===== src/rtl/chan_sel_pkg.sv =====
package chan_sel_pkg;

    // Polarity of one per-bit term of a channel's enable product
    typedef enum logic {
        TERM_ON_ZERO = 1'b0,
        TERM_ON_ONE  = 1'b1
    } term_pol_e;

    // Polarity that channel `chan` needs on address bit `bitpos`
    function automatic term_pol_e term_pol(input int unsigned chan, input int unsigned bitpos);
        logic [31:0] c;
        c = chan;
        return c[bitpos] ? TERM_ON_ONE : TERM_ON_ZERO;
    endfunction

    // Whether an address bit satisfies a term of the given polarity
    function automatic logic term_hit(input term_pol_e pol, input logic abit);
        return (pol == TERM_ON_ONE) ? abit : ~abit;
    endfunction

endpackage


===== src/rtl/ser_shift_chain.sv =====
module ser_shift_chain #(
    parameter int STAGES = 2
) (
    input  logic              clk,
    input  logic              rst,
    input  logic              ser_in,
    output logic [STAGES-1:0] hist
);
    // hist[0] holds the newest stored bit, hist[STAGES-1] the oldest
    for (genvar k = 0; k < STAGES; k++) begin : g_stage
        logic d;
        if (k == 0) begin : g_first
            assign d = ser_in;
        end else begin : g_next
            assign d = hist[k-1];
        end
        always_ff @(posedge clk) begin
            if (rst) hist[k] <= 1'b0;
            else     hist[k] <= d;
        end
    end
endmodule


===== src/rtl/addr_latch.sv =====
module addr_latch #(
    parameter int W = 3
) (
    input  logic         clk,
    input  logic         rst,
    input  logic         load,
    input  logic [W-1:0] d,
    output logic [W-1:0] q
);
    always_ff @(posedge clk) begin
        if (rst)       q <= '0;
        else if (load) q <= d;
    end
endmodule


===== src/rtl/onehot_decode.sv =====
module onehot_decode
    import chan_sel_pkg::*;
#(
    parameter int W = 3,
    parameter int N = 1 << W
) (
    input  logic [W-1:0] addr,
    output logic [N-1:0] en
);
    for (genvar c = 0; c < N; c++) begin : g_chan
        logic [W-1:0] terms;
        for (genvar b = 0; b < W; b++) begin : g_term
            localparam term_pol_e POL = term_pol(c, b);
            assign terms[b] = term_hit(POL, addr[b]);
        end
        assign en[c] = &terms;
    end
endmodule


===== src/rtl/serial_chan_sel.sv =====
module serial_chan_sel #(
    parameter  int SHIFT_STAGES = 2,
    localparam int ADDR_W       = SHIFT_STAGES + 1,
    localparam int CHANS        = 1 << ADDR_W
) (
    input  logic              clk,
    input  logic              rst,
    input  logic              ser_in,
    input  logic              commit,
    output logic [ADDR_W-1:0] addr_q,
    output logic [CHANS-1:0]  chan_en
);
    logic [SHIFT_STAGES-1:0] hist;
    logic [ADDR_W-1:0]       addr_now;

    ser_shift_chain #(.STAGES(SHIFT_STAGES)) chain_i (
        .clk    (clk),
        .rst    (rst),
        .ser_in (ser_in),
        .hist   (hist)
    );

    // Oldest stored bit is the MSB; the live input is the LSB
    always_comb begin
        for (int i = 0; i < SHIFT_STAGES; i++) begin
            addr_now[ADDR_W-1-i] = hist[SHIFT_STAGES-1-i];
        end
        addr_now[0] = ser_in;
    end

    addr_latch #(.W(ADDR_W)) latch_i (
        .clk  (clk),
        .rst  (rst),
        .load (commit),
        .d    (addr_now),
        .q    (addr_q)
    );

    onehot_decode #(.W(ADDR_W), .N(CHANS)) dec_i (
        .addr (addr_q),
        .en   (chan_en)
    );
endmodule


===== config.mk =====
export PLATFORM = sky130hd
export DESIGN_NAME = serial_chan_sel
export DESIGN_NICKNAME = d
export VERILOG_FILES = /design/src/rtl/chan_sel_pkg.sv /design/src/rtl/ser_shift_chain.sv /design/src/rtl/addr_latch.sv /design/src/rtl/onehot_decode.sv /design/src/rtl/serial_chan_sel.sv
export SDC_FILE = /design/constraint.sdc
export NUM_CORES = 1
export LEC_CHECK = 0
export ABC_AREA = 1
export BUFFER_PORTS_ARGS = -buffer_cell sky130_fd_sc_hd__buf_2
export CELL_PAD_IN_SITES_DETAIL_PLACEMENT = 0
export CELL_PAD_IN_SITES_GLOBAL_PLACEMENT = 2
export CORE_AREA = 2 2 39 41
export DETAILED_ROUTE_END_ITERATION = 8
export DIE_AREA = 0 0 41 43
export PLACE_DENSITY_LB_ADDON = 0.2
export SYNTH_ARGS = -nofsm -noshare
export SYNTH_HDL_FRONTEND = slang
export SYNTH_SLANG_ARGS = --single-unit

===== constraint.sdc =====
create_clock -name clk -period 2.3 [get_ports clk]
set_clock_uncertainty 0.15 [all_clocks]
set_input_delay 0.46 -clock clk [delete_from_list [all_inputs] [get_ports clk]]
set_output_delay 0.46 -clock clk [all_outputs]
set_load 0.03 [all_outputs]

-- Word level (Yosys, flattened, before mapping)
Cells that the tools add are included.
- bitwise operators: 3
- reduce and logical (&&, ||, !) cells: 8
- operators with widths (cell ; count):
    AND reduction 3 bit ; 8
    NOT 1 bit ; 3
- register bits after elaboration: 5
- input port bits: 4
- output and inout bits: 11

-- Logic depth before layout (Yosys ltp)
- depth after elaboration: 2
- gate-level depth with buffers: 4
- gate-level depth less buffers: 4

-- Cells and area by module
A second synthesis with hierarchy kept.
- cells, all modules: 41
- area total of the unflattened synthesis: 239.0 um2
- by module, submodules not included (module ; instances ; cells an instance ; area each (um2)):
    addr_latch ; 1 ; 19 ; 120.1
    ser_shift_chain ; 1 ; 7 ; 62.6
    onehot_decode ; 1 ; 15 ; 56.3

-- Worst setup path before layout
No wires, ideal clock.
- kind: reg-to-output
- from: reg latch_i.q[1]
- to: out chan_en[2]
- arrival: 1.385 ns
- required time: 1.690 ns
- slack: 0.305 ns
- stages on the path, launching flop included: 3
- cell sequence: dfxtp_1 -> inv_2 -> nor3_1
- word-level cells in the longest chain between the ends: 1
- ends and longest elaborated chain (what ; line ; text):
    start: declaration ; addr_latch.sv:8 ; output logic [W-1:0] q
    start signal: assignment ; addr_latch.sv:11 ; if (rst) q <= '0;
    start signal: assignment ; addr_latch.sv:12 ; else if (load) q <= d;
    AND reduction 3 bit ; onehot_decode.sv:16 ; assign en[c] = &terms;
    end: declaration ; serial_chan_sel.sv:11 ; output logic [CHANS-1:0] chan_en
No other way between the ends.

-- Worst setup path after layout
Ends and elaborated chain as after synthesis.

==> metrics.cfg <==
[synthesis]
synth_cells = 34
synth_cell_types = 7
synthesis.area_um2 = 239
yosysSeqAreaShare_pct = 41.9
ys_warn_count = 0
synthesis.nets = 38
syn_avg_cell_area_um2 = 7.03
ys_seq_elements = 5
synth_area_leaders = dfxtp_1 42%, nor3_2 17%, nor2_1 13%
synth_area_leader_cell = dfxtp_1
yosys.area.top_type_share_pct = 41.9

[cts]
cts_resized = 0
worstSkewPairLatency_ps = 230
cts_hold_buf = 0
cts_sinks = 5
cts_setup_buffers = 0
htreeDepth = 1
clkTransAtPathRegs_ps = 50
cts_buffers = 3
cts_tree = done
cts.path.max_buffers = 2
root_buffer = clkbuf_4

[cells_and_area]
instances_no_fill = 68
final_cell_mix = 14 x buf_2, 8 x nor2_1, 6 x nand2_1
final_layout_size_suffix_gt1_share_pct = 46.2
nets = 57
final_common_cell = buf_2
area_growth_pct = 48.7
post-route-util_pct = 25.7
antenna_cells = 0

[sta]
whs_ps = 257
grt_setup_unrepaired = false
finalHoldViolations = 0
setup_viol = 0
layout_min_cycle_time_ps = 1810
min_period_over_period_pct = 78.7
tightest_slew_ps = 263
tns_ps = 0
maxSlewHeadroom_pct = 82.4
fmax_mhz = 553
slew_viol_final = 0

[routing]
drtPass1Iterations = 2
wl_per_cell_um = 8.66
drc = 0
ant_nets = 0
wl_um = 589
via_per_inst = 3.99
vias = 271
drt-initial-drc-count = 1

[outcome]
outcome = complete, no violations

[worst_setup_path]
max_stage_delay_ps = 460
slowest_stage = dfxtp_1
start_kind = register
path_cells = inv_2 > nor3_1 > buf_2
critPathKind = reg2out
endpoint_kind = output pin
crit_fanout = 7
cp_data_required_time_ps = 1690
crit_arrival_ps = 1200

[power_and_ir_drop]
p_seq_share_pct = 39.4
p_switching_w = 0.0000789
swShare_pct = 31.4
p_comb_share_pct = 20.6
p_int_w = 0.000172
power_w = 0.000251
leakage_nw = 0.191
pwr-share-clk_pct = 40.1
max-vdd-ir-drop_v = 0.000233
pwr_density_cell_mw_per_mm2 = 707

[die]
rows = 14
start_util_pct = 17.3
die_h_um = 43
io_pins = 15
dieWidth_um = 41
die_area_mm2 = 0.00176
coreArea_mm2 = 0.00138

[place]
dp_cells = 64
place.gp.congestion = 0.642
hpwlAfterDp_um = 509
port_buffers = 14

[run]
drv_cap = 0

[global_route]
antenna_found_initial = 0
grt_overflow = 0
top_usage_layer = met2
met1_usage_pct = 9.65
grt_start_max_net_pins = 8
met3_usage_pct = 4.71
grt_pass1_vias = 248
gr-usage-all-layers_pct = 8.43
grt_pass1_wl_um = 952
use_met2_pct = 11.3

[min_path]
holdCritPathClass = in2reg

-- critical path, delay by kind of cell, from the launching register on --
family	cells	cell delay [ps]
flops	1	460
simple gates	1	170
buf+inv	2	340
-- logic make-up after synthesis --
group                  count (synthesis)  share of synthesized area, %
DFF                                    5                          41.9
buffers and inverters                  7                          11.0
and+or+nand+nor                       22                          47.1
-- Yosys cell counts, drive strengths merged --
cell and instances:
dfxtp 5, nand2 6, nor2 8, nor3 8, inv 7
-- per-layer routing --
metal,wire length (µm),up-vias
met3,67,2
met4,8,0
met2,276,10
met5,0,-
li1,-,143
met1,238,116
-- sequential cells by signal, indices dropped and copies added, names as in the netlist --
register	cells
latch_i.q	3
chain_i.g_stage.d	1
chain_i.hist	1
-- through the flow --
step	cell area (µm²)	worst slack, ps
finish	355	491
CTS	355	467
global placement	329	781
global route	355	383
floorplan	239	305
detailed placement	329	730
-- cell type report --
cell class | instances | area [µm²]
sequential | 5 | 100
timing repair buffer | 14 | 70.1
fill | 161 | 1030
tap | 16 | 20.0
inverter | 7 | 26.3
multi-input combinational | 22 | 113
clock buffer | 4 | 26.3
-- power by group through the flow --
stage	combinational, W	clock [W]	sequential (W)
after floorplan	0.0000299	0	0.000106
after global placement	0.0000522	0	0.000100
after detailed placement	0.0000525	0	0.000101
after CTS	0.0000526	0.000104	0.0000991
after global routing	0.0000566	0.000112	0.000100
final	0.0000516	0.000101	0.0000989
-- worst paths after layout --
kind / startpoint / to / slack (ps) / cells after the start
worst min register to register: chain_i.g_stage[1].d / chain_i.hist[1] / 290 / 2
worst max-delay path: latch_i.q[1] / chan_en[2] / 490 / 3
worst max register to register: latch_i.q[1] / latch_i.q[1] / 1450 / 2
worst min-delay path: rst / chain_i.g_stage[1].d / 260 / 2
No activity file was read; power rests on OpenSTA's default activity.
